<file path="config.mk">
export PLATFORM = sky130hd
export DESIGN_NAME = ptp_tod
export DESIGN_NICKNAME = d
export VERILOG_FILES = /design/src/rtl/ptp_tod_pkg.sv /design/src/rtl/ptp_tod_ctrl.sv /design/src/rtl/ptp_tod_rate.sv /design/src/rtl/ptp_tod_dp.sv /design/src/rtl/ptp_tod.sv
export SDC_FILE = /design/constraint.sdc
export NUM_CORES = 1
export LEC_CHECK = 0
export CELL_PAD_IN_SITES_DETAIL_PLACEMENT = 1
export CELL_PAD_IN_SITES_GLOBAL_PLACEMENT = 2
export CORE_MARGIN = 2
export CORE_UTILIZATION = 36
export DETAILED_ROUTE_END_ITERATION = 8
export PLACE_DENSITY = 0.83
export SYNTH_ARGS = -nofsm -noshare
export SYNTH_HDL_FRONTEND = slang
export SYNTH_SLANG_ARGS = --single-unit
</file>
<file path="constraint.sdc">
create_clock -name clk -period 10 [get_ports clk]
set_input_delay 1.5 -clock clk [delete_from_list [all_inputs] [get_ports clk]]
set_output_delay 1.5 -clock clk [all_outputs]
set_load 0.005 [all_outputs]
</file>
<file path="src/rtl/ptp_tod_pkg.sv">
package ptp_tod_pkg;

  localparam int WORD_W = 16;
  localparam int ADDR_W = 4;
  localparam int SEC_W  = 48;
  localparam int NS_W   = 30;
  localparam int NS_HI_W = NS_W - WORD_W;
  localparam int unsigned NS_PER_SEC = 1_000_000_000;

  // word addresses
  localparam logic [ADDR_W-1:0] ADDR_CMD     = 4'd0;
  localparam logic [ADDR_W-1:0] ADDR_SET_SH  = 4'd1;
  localparam logic [ADDR_W-1:0] ADDR_SET_SM  = 4'd2;
  localparam logic [ADDR_W-1:0] ADDR_SET_SL  = 4'd3;
  localparam logic [ADDR_W-1:0] ADDR_SET_NH  = 4'd4;
  localparam logic [ADDR_W-1:0] ADDR_SET_NL  = 4'd5;
  localparam logic [ADDR_W-1:0] ADDR_STEP_LO = 4'd6;
  localparam logic [ADDR_W-1:0] ADDR_STEP_HI = 4'd7;
  localparam logic [ADDR_W-1:0] ADDR_RATE_HI = 4'd8;
  localparam logic [ADDR_W-1:0] ADDR_RATE_LO = 4'd9;
  localparam logic [ADDR_W-1:0] ADDR_SNAP_SH = 4'd10;
  localparam logic [ADDR_W-1:0] ADDR_SNAP_SM = 4'd11;
  localparam logic [ADDR_W-1:0] ADDR_SNAP_SL = 4'd12;
  localparam logic [ADDR_W-1:0] ADDR_SNAP_NH = 4'd13;
  localparam logic [ADDR_W-1:0] ADDR_SNAP_NL = 4'd14;

  localparam int STAGE_FIRST = 1;
  localparam int STAGE_LAST  = 9;

  // command word bit positions
  localparam int CB_CLEAR = 0;
  localparam int CB_STOP  = 1;
  localparam int CB_START = 2;
  localparam int CB_SNAP  = 3;
  localparam int CB_LOAD  = 4;
  localparam int CB_SSEC  = 5;
  localparam int CB_SNS   = 6;

  // direction flag position in high words
  localparam int DIR_BIT = 15;

  typedef struct packed {
    logic clear;
    logic load;
    logic stepSec;
    logic stepNs;
    logic snap;
    logic start;
    logic stop;
  } tod_cmd_t;

endpackage

</file>
<file path="src/rtl/ptp_tod_ctrl.sv">
module ptp_tod_ctrl
  import ptp_tod_pkg::*;
#(
  parameter int STEP_SEC_W = 4
) (
  input  logic                  clk,
  input  logic                  rstN,
  input  logic                  wrEn,
  input  logic [ADDR_W-1:0]     wrAddr,
  input  logic [WORD_W-1:0]     wrData,
  input  logic [ADDR_W-1:0]     rdAddr,
  output logic [WORD_W-1:0]     rdData,
  input  logic [SEC_W-1:0]      snapSec,
  input  logic [NS_W-1:0]       snapNs,
  output tod_cmd_t              cmdQ,
  output logic [SEC_W-1:0]      setSec,
  output logic [NS_W-1:0]       setNs,
  output logic [STEP_SEC_W-1:0] stepSecMag,
  output logic                  stepSecAdd,
  output logic [NS_W-1:0]       stepNsMag,
  output logic [NS_W-1:0]       rateMag,
  output logic                  rateFast
);

  logic [WORD_W-1:0] stage [STAGE_FIRST:STAGE_LAST];
  logic cmdWr;
  tod_cmd_t cmdD;

  assign cmdWr = wrEn && (wrAddr == ADDR_CMD);

  // staged word registers; the rate words are also cleared by a clear strobe
  generate
    for (genvar i = STAGE_FIRST; i <= STAGE_LAST; i++) begin : g_stage
      localparam bit IS_RATE = (i == int'(ADDR_RATE_HI)) || (i == int'(ADDR_RATE_LO));
      logic [WORD_W-1:0] q;
      always_ff @(posedge clk or negedge rstN) begin
        if (!rstN) begin
          q <= '0;
        end else if (IS_RATE && cmdQ.clear) begin
          q <= '0;
        end else if (wrEn && (wrAddr == ADDR_W'(i))) begin
          q <= wrData;
        end
      end
      assign stage[i] = q;
    end
  endgenerate

  // command decode with priority clear > load > step > snapshot
  always_comb begin
    logic stepOk;
    logic snapOk;
    stepOk       = cmdWr && !wrData[CB_CLEAR] && !wrData[CB_LOAD];
    snapOk       = stepOk && !wrData[CB_SSEC] && !wrData[CB_SNS];
    cmdD.clear   = cmdWr && wrData[CB_CLEAR];
    cmdD.load    = cmdWr && wrData[CB_LOAD] && !wrData[CB_CLEAR];
    cmdD.stepSec = stepOk && wrData[CB_SSEC];
    cmdD.stepNs  = stepOk && wrData[CB_SNS];
    cmdD.snap    = snapOk && wrData[CB_SNAP];
    cmdD.start   = cmdWr && wrData[CB_START];
    cmdD.stop    = cmdWr && wrData[CB_STOP];
  end

  // one-cycle strobes toward the datapath
  always_ff @(posedge clk or negedge rstN) begin
    if (!rstN) begin
      cmdQ <= '0;
    end else begin
      cmdQ <= cmdD;
    end
  end

  // field extraction from the staged words
  assign setSec     = {stage[ADDR_SET_SH], stage[ADDR_SET_SM], stage[ADDR_SET_SL]};
  assign setNs      = {stage[ADDR_SET_NH][NS_HI_W-1:0], stage[ADDR_SET_NL]};
  assign stepSecMag = stage[ADDR_STEP_LO][STEP_SEC_W-1:0];
  assign stepSecAdd = stage[ADDR_STEP_HI][DIR_BIT];
  assign stepNsMag  = {stage[ADDR_STEP_HI][NS_HI_W-1:0], stage[ADDR_STEP_LO]};
  assign rateMag    = {stage[ADDR_RATE_HI][NS_HI_W-1:0], stage[ADDR_RATE_LO]};
  assign rateFast   = stage[ADDR_RATE_HI][DIR_BIT];

  // read mux
  always_comb begin
    rdData = '0;
    if (rdAddr >= ADDR_W'(STAGE_FIRST) && rdAddr <= ADDR_W'(STAGE_LAST)) begin
      rdData = stage[rdAddr];
    end else begin
      case (rdAddr)
        ADDR_SNAP_SH: rdData = snapSec[3*WORD_W-1:2*WORD_W];
        ADDR_SNAP_SM: rdData = snapSec[2*WORD_W-1:WORD_W];
        ADDR_SNAP_SL: rdData = snapSec[WORD_W-1:0];
        ADDR_SNAP_NH: rdData = {{(WORD_W-NS_HI_W){1'b0}}, snapNs[NS_W-1:WORD_W]};
        ADDR_SNAP_NL: rdData = snapNs[WORD_W-1:0];
        default:      rdData = '0;
      endcase
    end
  end

endmodule

</file>
<file path="src/rtl/ptp_tod_rate.sv">
module ptp_tod_rate
  import ptp_tod_pkg::*;
#(
  parameter int ACC_W   = 30,
  parameter int NOM_INC = 8,
  parameter int INC_W   = 5
) (
  input  logic             clk,
  input  logic             rstN,
  input  logic             clr,
  input  logic             advance,
  input  logic [NS_W-1:0]  rateMag,
  input  logic             rateFast,
  output logic [INC_W-1:0] incNs
);

  logic [ACC_W-1:0] acc;
  logic [ACC_W:0]   accSum;
  logic             carry;

  assign accSum = {1'b0, acc} + (ACC_W+1)'(rateMag);
  assign carry  = accSum[ACC_W];

  always_ff @(posedge clk or negedge rstN) begin
    if (!rstN) begin
      acc <= '0;
    end else if (clr) begin
      acc <= '0;
    end else if (advance) begin
      acc <= accSum[ACC_W-1:0];
    end
  end

  always_comb begin
    if (!carry) begin
      incNs = INC_W'(NOM_INC);
    end else if (rateFast) begin
      incNs = INC_W'(NOM_INC + 1);
    end else begin
      incNs = INC_W'(NOM_INC - 1);
    end
  end

endmodule

</file>
<file path="src/rtl/ptp_tod_dp.sv">
module ptp_tod_dp
  import ptp_tod_pkg::*;
#(
  parameter int NOM_INC    = 8,
  parameter int ACC_W      = 30,
  parameter int STEP_SEC_W = 4
) (
  input  logic                  clk,
  input  logic                  rstN,
  input  tod_cmd_t              cmd,
  input  logic [SEC_W-1:0]      setSec,
  input  logic [NS_W-1:0]       setNs,
  input  logic [STEP_SEC_W-1:0] stepSecMag,
  input  logic                  stepSecAdd,
  input  logic [NS_W-1:0]       stepNsMag,
  input  logic [NS_W-1:0]       rateMag,
  input  logic                  rateFast,
  output logic [SEC_W-1:0]      curSec,
  output logic [NS_W-1:0]       curNs,
  output logic                  running,
  output logic [SEC_W-1:0]      snapSec,
  output logic [NS_W-1:0]       snapNs
);

  localparam int INC_W = $clog2(NOM_INC + 2) + 1;
  localparam logic [NS_W:0] ONE_SEC = (NS_W+1)'(NS_PER_SEC);
  localparam logic [NS_W:0] TWO_SEC = (NS_W+1)'(2 * NS_PER_SEC);

  logic             timeCmd;
  logic             advance;
  logic [INC_W-1:0] incNs;
  logic [NS_W-1:0]  nsAddend;
  logic [NS_W:0]    nsSum;
  logic [NS_W-1:0]  nsWrapped;
  logic [1:0]       secCarry;
  logic [SEC_W-1:0] secDelta;
  logic [SEC_W-1:0] secNext;

  assign timeCmd = cmd.clear || cmd.load || cmd.stepSec || cmd.stepNs;
  assign advance = running && !timeCmd;

  ptp_tod_rate #(
    .ACC_W  (ACC_W),
    .NOM_INC(NOM_INC),
    .INC_W  (INC_W)
  ) u_rate (
    .clk     (clk),
    .rstN    (rstN),
    .clr     (cmd.clear),
    .advance (advance),
    .rateMag (rateMag),
    .rateFast(rateFast),
    .incNs   (incNs)
  );

  // one shared adder serves both the nanosecond step and the per-clock advance
  always_comb begin
    if (cmd.stepNs) begin
      nsAddend = stepNsMag;
    end else if (advance) begin
      nsAddend = NS_W'(incNs);
    end else begin
      nsAddend = '0;
    end
    nsSum = {1'b0, curNs} + {1'b0, nsAddend};
    if (nsSum >= TWO_SEC) begin
      nsWrapped = NS_W'(nsSum - TWO_SEC);
      secCarry  = 2'd2;
    end else if (nsSum >= ONE_SEC) begin
      nsWrapped = NS_W'(nsSum - ONE_SEC);
      secCarry  = 2'd1;
    end else begin
      nsWrapped = nsSum[NS_W-1:0];
      secCarry  = 2'd0;
    end
  end

  always_comb begin
    if (!cmd.stepSec) begin
      secDelta = '0;
    end else if (stepSecAdd) begin
      secDelta = SEC_W'(stepSecMag);
    end else begin
      secDelta = SEC_W'(0) - SEC_W'(stepSecMag);
    end
    secNext = curSec + SEC_W'(secCarry) + secDelta;
  end

  always_ff @(posedge clk or negedge rstN) begin
    if (!rstN) begin
      curSec <= '0;
      curNs  <= '0;
    end else if (cmd.clear) begin
      curSec <= '0;
      curNs  <= '0;
    end else if (cmd.load) begin
      curSec <= setSec;
      curNs  <= setNs;
    end else if (cmd.stepSec || cmd.stepNs || advance) begin
      curSec <= secNext;
      curNs  <= nsWrapped;
    end
  end

  always_ff @(posedge clk or negedge rstN) begin
    if (!rstN) begin
      running <= 1'b0;
    end else if (cmd.stop) begin
      running <= 1'b0;
    end else if (cmd.start) begin
      running <= 1'b1;
    end else if (cmd.clear) begin
      running <= 1'b0;
    end
  end

  always_ff @(posedge clk or negedge rstN) begin
    if (!rstN) begin
      snapSec <= '0;
      snapNs  <= '0;
    end else if (cmd.snap) begin
      snapSec <= curSec;
      snapNs  <= curNs;
    end
  end

endmodule

</file>
<file path="src/rtl/ptp_tod.sv">
module ptp_tod
  import ptp_tod_pkg::*;
#(
  parameter int NOM_INC    = 8,
  parameter int ACC_W      = 30,
  parameter int STEP_SEC_W = 4
) (
  input  logic        clk,
  input  logic        rstN,
  input  logic        wrEn,
  input  logic [3:0]  wrAddr,
  input  logic [15:0] wrData,
  input  logic [3:0]  rdAddr,
  output logic [15:0] rdData,
  output logic [47:0] curSec,
  output logic [29:0] curNs,
  output logic        running
);

  tod_cmd_t              cmdQ;
  logic [SEC_W-1:0]      setSec;
  logic [NS_W-1:0]       setNs;
  logic [STEP_SEC_W-1:0] stepSecMag;
  logic                  stepSecAdd;
  logic [NS_W-1:0]       stepNsMag;
  logic [NS_W-1:0]       rateMag;
  logic                  rateFast;
  logic [SEC_W-1:0]      snapSec;
  logic [NS_W-1:0]       snapNs;

  ptp_tod_ctrl #(
    .STEP_SEC_W(STEP_SEC_W)
  ) u_ctrl (
    .clk       (clk),
    .rstN      (rstN),
    .wrEn      (wrEn),
    .wrAddr    (wrAddr),
    .wrData    (wrData),
    .rdAddr    (rdAddr),
    .rdData    (rdData),
    .snapSec   (snapSec),
    .snapNs    (snapNs),
    .cmdQ      (cmdQ),
    .setSec    (setSec),
    .setNs     (setNs),
    .stepSecMag(stepSecMag),
    .stepSecAdd(stepSecAdd),
    .stepNsMag (stepNsMag),
    .rateMag   (rateMag),
    .rateFast  (rateFast)
  );

  ptp_tod_dp #(
    .NOM_INC   (NOM_INC),
    .ACC_W     (ACC_W),
    .STEP_SEC_W(STEP_SEC_W)
  ) u_dp (
    .clk       (clk),
    .rstN      (rstN),
    .cmd       (cmdQ),
    .setSec    (setSec),
    .setNs     (setNs),
    .stepSecMag(stepSecMag),
    .stepSecAdd(stepSecAdd),
    .stepNsMag (stepNsMag),
    .rateMag   (rateMag),
    .rateFast  (rateFast),
    .curSec    (curSec),
    .curNs     (curNs),
    .running   (running),
    .snapSec   (snapSec),
    .snapNs    (snapNs)
  );

endmodule

</file>
# Yosys cells after proc, flatten, opt, wreduce, memory -nomap -nowiden
# Index checks and enable logic that the tools add are counted.
word_totals:
  regBits: 338
  inputBits: 27
  output_inout_bits: 95
  wordCells: 119
classes:
  n_addsub: 7
  order_cmp: 5
  n_eq_ne: 14
  muxes: 30
  bitwise_logic: 1
  n_reduce_logical: 40
op_table:
  columns: ["op", "n"]
  rows:
  - ["$mux W30", 8]
  - ["$mux W48", 5]
  - ["$mux W16", 7]
  - ["$pmux W16 S5", 1]
  - ["$bmux W16 S4", 1]
  - ["$add A30 B30 Y31", 2]
  - ["$sub A30 B30 Y30 const B", 2]
  - ["$add A48 B2 Y48", 1]
  - ["$add A48 B48 Y48", 1]
  - ["$ge A31 B30 Y1 const B", 1]
  - ["$ge A31 B31 Y1 const B", 1]
  - ["$eq A4 B4 Y1 const B", 7]
  - ["$logic_and A1 B1 Y1", 24]
  - ["$eq A4 B3 Y1 const B", 4]
  - ["$mux W4", 3]
  - ["$eq A4 B2 Y1 const B", 2]
  - ["$reduce_bool A2 Y1", 3]
  - ["$reduce_bool A3 Y1", 2]
  - ["$ge A5 B5 Y1 const B", 1]
  - ["$logic_not A1 Y1", 5]
  - ["$logic_or A1 B1 Y1", 5]
  - ["$not A4 Y5", 1]
  - ["$sub A1 B4 Y5 const A", 1]
  - ["$eq A4 B1 Y1 const B", 1]
  - ["other kinds (5)", 8]

# Logic depth before layout (Yosys ltp)
depth:
  depth_word: 16
  mapped_depth: 47

# Cells and area by module
# A second synthesis with hierarchy kept.
hier_totals:
  cells_unflattened: 2328
  area_unflattened_um2: 23344.9
modules_own_cells:
  columns: ["mod", "instances", "cells_per_inst", "area_each_um2"]
  rows:
  - ["ptp_tod_dp", 1, 1343, 12435.7]
  - ["ptp_tod_ctrl", 1, 640, 7980.2]
  - ["ptp_tod_rate", 1, 345, 2929.1]

# Worst setup path before layout
# No wires, ideal clock.
synth_timing:
  path_kind: "flip-flop to flip-flop"
  from: "reg u_ctrl.g_stage[9].q[0]"
  to: "reg u_dp.curSec[43]"
  setup_time_ns: 0.133
  arrival_ns: 9.174
  t_required_ns: 9.867
  slack_ns: 0.693
  stages_incl_launch_ff: 47
  path_buffers: 2
  period_less_slack_ns: 9.307
  cell_sequence: "dfrtp_1 ha_1 inv_1 fa_1 nor2b_1 o21ai_0 a21boi_0 o21ai_0 a21boi_0 o21ai_0 nand2b_1 a41o_1 a21oi_1 o311ai_0 a21oi_1 o21a_1 o31ai_1 ha_1 [11 not listed] buf_4 fa_1 inv_1 ha_1 fa_1 a21o_1 a21oi_1 o21bai_1 o31ai_1 o22ai_1 a21oi_1 o21bai_1 a21o_1 a221o_1 a21oi_1 o21ai_0 xnor2_1 o21ai_0"
synth_via:
  elab_chain_cells: 13
synth_lines:
  columns: ["element", "line_no", "rtl"]
  rows:
  - ["start, declared", "ptp_tod_ctrl.sv:35", "logic [WORD_W-1:0] q;"]
  - ["start signal, assigned", "ptp_tod_ctrl.sv:42", "q <= wrData;"]
  - ["$add A30 B30 Y31 (*)", "ptp_tod_rate.sv:21", "assign accSum = {1'b0, acc} + (ACC_W+1)'(rateMag);"]
  - ["$mux W4 (*)", "ptp_tod_rate.sv:35", "if (!carry) begin"]
  - ["$mux W4 (*)", "ptp_tod_dp.sv:60", "end else if (advance) begin"]
  - ["$mux W30 (*)", "ptp_tod_dp.sv:58", "if (cmd.stepNs) begin"]
  - ["$add A30 B30 Y31 (*)", "ptp_tod_dp.sv:65", "nsSum = {1'b0, curNs} + {1'b0, nsAddend};"]
  - ["$ge A31 B30 Y1", "ptp_tod_dp.sv:69", "end else if (nsSum >= ONE_SEC) begin"]
  - ["$mux W1", "ptp_tod_dp.sv:69", null]
  - ["$mux W2 (*)", "ptp_tod_dp.sv:66", "if (nsSum >= TWO_SEC) begin"]
  - ["$add A48 B2 Y48 (*)", "ptp_tod_dp.sv:86", "secNext = curSec + SEC_W'(secCarry) + secDelta;"]
  - ["$add A48 B48 Y48 (*)", "ptp_tod_dp.sv:86", null]
  - ["$mux W48 (*)", "ptp_tod_dp.sv:99", "end else if (cmd.stepSec || cmd.stepNs || advance) begin"]
  - ["$mux W48 (*)", "ptp_tod_dp.sv:96", "end else if (cmd.load) begin"]
  - ["$mux W48 (*)", "ptp_tod_dp.sv:93", "end else if (cmd.clear) begin"]
  - ["end signal, assigned", "ptp_tod_dp.sv:97", "curSec <= setSec;"]
  - ["end signal, assigned", "ptp_tod_dp.sv:100", "curSec <= secNext;"]
  - ["end, declared", "ptp_tod_dp.sv:18", "output logic [SEC_W-1:0] curSec,"]
# Mark *: on every way between the ends. The rest lies on a longest branch, timed or not. The select of a mux whose other input is x is not followed.
# A chain may end at the register's enable or synchronous reset.

# Worst setup path after layout
layout_timing:
  from: "reg u_ctrl.g_stage[9].q[0]"
  to: "reg u_dp.curSec[46]"
# The elaborated chain is that of the path after synthesis.

==> results.yml <==
outcome:
  status: "finished clean"
synth:
  synth_cells: 2254
  ys_top_cells_by_area: "dfrtp_1, mux2_2, ha_1"
  yosysSeqAreaShare: 0.3780
  synth_top_cell_area_share: 0.3780
  synthFlopType: "dfrtp_1"
  yosysWarnings: 0
  ys_ff_latch: 338
  yosysUniqueCellTypes: 89
  synth_largest_area_cell: "dfrtp_1"
  synth_edf_count: 0
  syn_nets: 2443
  async_flop_share: 1.000
  syn-cell-area_mm2: 0.02238
  avgSynthCellArea_um2: 9.928
placed_design:
  dp_hpwl_mm: 63.60
  place_area_mm2: 0.02512
  port_buffers: 121
  gp_congestion: 0.9216
clocking:
  cts_buffers: 38
  cts_hold_buf: 0
  clockRootBuffer: "clkbuf_16"
  clkSlewWorstSetupHoldPaths_ps: 60
  cts_max_level: 2
  clock-sinks: 338
  cts_buffer_depth: 3
  clk_latency_ps: 600
  cts_tree: "yes"
worst_setup_path:
  path_buf_inv: 10
  cp_slowest_cell: "a2111o_1"
  worst_setup_path_end_kind: "register"
  critPathArrivalTime_ps: 9850
  cp.required_ps: 10460
  crit_path_start_kind: "register"
  startpoint: "u_ctrl.g_stage[9].q[0]$_DFFE_PN0P_"
  max_stage_delay_ps: 440
  critPathKind: "reg -> reg"
  r2r_setup_slack_ps: 610
  critical_path.top_delay_family: "compound AO/OA/AOI/OAI gates"
  regToRegEndpoint: "u_dp.curSec[46]$_DFFE_PN0P_"
  crit_path_max_fanout: 4
  r2r-start: "u_ctrl.g_stage[9].q[0]$_DFFE_PN0P_"
  cp_common_cell: "buf_4"
  r2r_cells: 52
drt:
  ant_nets: 0
  wirelength_mm: 85.86
  wl_per_cell_um: 26.20
  drt_iter0_drc: 1556
  via_count: 19631
  drc: 0
  firstDrtPassIters: 5
  vias_per_cell: 5.991
global_routing:
  grt_use_total: 0.2667
  grt_pass1_wl_mm: 130.0
  grt_remaining_overflow: 0
  antenna_found_initial: 2
  grt_max_degree: 129
  grt_pass1_vias: 20403
min_path:
  min_to: "u_dp.running$_DFFE_PN0P_"
  hp-class: "reg -> reg"
  hold_depth: 1
  min_from: "u_ctrl.cmdQ[0]$_DFF_PN0_"
die:
  die-area_mm2: 0.06417
  core_area_mm2: 0.06160
  io_pins: 122
  start_util: 0.3633
  die_y_um: 253.3
  rows: 91
  die_w_um: 253.3
timing:
  relSlewSlack: 0.06741
  final.period_utilization: 0.9389
  drv_slew: 0
  fin_setup_tns_ps: 0
  min_period_ps: 9389
  setup_viol: 0
  tightest_slew_ps: 1394
  hold_viol: 0
  skew_ps: 36.11
  fmax_ghz: 0.1065
flow_run:
  maxCapViolCount: 0
pwr:
  power.ir.vdd_worst_mv: 0.1035
  p_leak_nw: 12.10
  power_density_mw_per_mm2: 217.8
cells_and_area:
  multiInputGateArea_mm2: 0.01351
  final_nets: 2602
  regArea_mm2: 0.008463
  fillers: 6846
  post-route-cell-area_mm2: 0.02666
  layout_common_cells: "dfrtp_1, mux2_2, nand2_1"
  synthToLayoutAreaGrowth_pct: 19.14
  drive_gt1_frac: 0.2066
  final_common_cell: "dfrtp_1"
## worst max path at each step
stage	to	slack [ps]	cells past startpoint
after detailed placement	u_dp.curSec[27]$_DFFE_PN0P_	-530	48
after global routing	u_dp.curSec[37]$_DFFE_PN0P_	-20	47
final	u_dp.curSec[46]$_DFFE_PN0P_	610	52
after floorplan	u_dp.curSec[43]$_DFFE_PN0P_	690	46
after global placement	u_dp.curSec[37]$_DFFE_PN0P_	-220	48
after CTS	u_dp.curSec[27]$_DFFE_PN0P_	10	47
## stage by stage
stage                     total power, mW  hold slack [ps]  setup WS [ps]  cells    util
after floorplan                     3.191            378.5          693.0   2254       -
after global placement              4.177            380.1         -216.6   3205  0.4078
after detailed placement            4.268            385.9         -526.9   3205  0.4078
after CTS                           5.771            397.0          12.48   3271  0.4301
after global routing                6.109            430.3         -22.66   3276  0.4328
final                               5.805            395.7          611.4   3277  0.4328
## synthesized netlist by cell type, types with 25 or more instances
cell and number:
inv_1 41, nor2_1 109, and2_1 37, nand3_1 58
nand2_1 163, mux2i_1 29, o21ai_0 165, o21bai_1 25
xor2_1 46, mux2_2 219, dfrtp_1 338, nor3_1 25
a21o_1 57, a22oi_1 86, ha_1 157, clkbuf_1 108
a22o_1 36, xnor2_1 50, a21oi_1 137
## cell families (layout without fill, tap and decap cells)
logic type,after synthesis,count (layout),synth area share
AO/OA/AOI/OAI,692,692,0.2064
XOR/XNOR,96,96,0.03757
adder cells (fa/ha/maj),162,162,0.09226
buffers and inverters,177,362,0.03042
flip-flops,338,338,0.3780
multiplexers,264,264,0.1393
other,0,1,0
AND/OR/NAND/NOR,525,525,0.1161
## timing repair
item	4_1_cts	5_1_grt
setup buffers	0	5
resized for setup	20	36
pin swaps	0	28
setup endpoints to repair	22	34
endpoints found under the hold margin	0	0
## power by group
| group | switching (mW) | total [mW] | internal, mW |
|---|---|---|---|
| clock | 0.635 | 1.46 | 0.825 |
| sequential | 0.434 | 2.10 | 1.67 |
| combinational | 1.18 | 2.25 | 1.06 |
## layer usage
| metal | wire (µm) | vias to the layer above | GRT usage |
|---|---|---|---|
| met3 | 5081 | 126 | 0.03886 |
| met4 | 2607 | 0 | 0.08149 |
| li1 | - | 8732 | - |
| met5 | 0 | - | 0 |
| met1 | 38100 | 10189 | 0.3648 |
| met2 | 40070 | 584 | 0.4348 |
## state kept, by name, summed over array words and instances (netlist names)
name and count:
u_ctrl.g_stage.q 144, u_dp.running 1, u_dp.curSec 48, u_dp.u_rate.acc 30
u_dp.curNs 30, u_dp.snapNs 30, u_dp.snapSec 48, u_ctrl.cmdQ 7
## worst register-to-register path, delay by kind of cell (launching register included)
family	cells	cell delay, ps
xor gates and xnor gates	1	140
AOI/OAI and AO/OA	27	5090
and+or+nand+nor	8	980
buffers and inverters	10	1380
DFF	1	350
adders and majority gates	6	1370
## cell type report
cell class / count / area share
flip-flops and latches: 338 / 0.3174
inverters: 43 / 0.006054
multi-input cells: 1739 / 0.5066
clock inverters: 11 / 0.007040
clock buffers: 55 / 0.04106
repair buffers: 253 / 0.08241
well taps: 837 / 0.03928
diodes: 1 / 0.00009386
(Power assumes the default switching activity.)
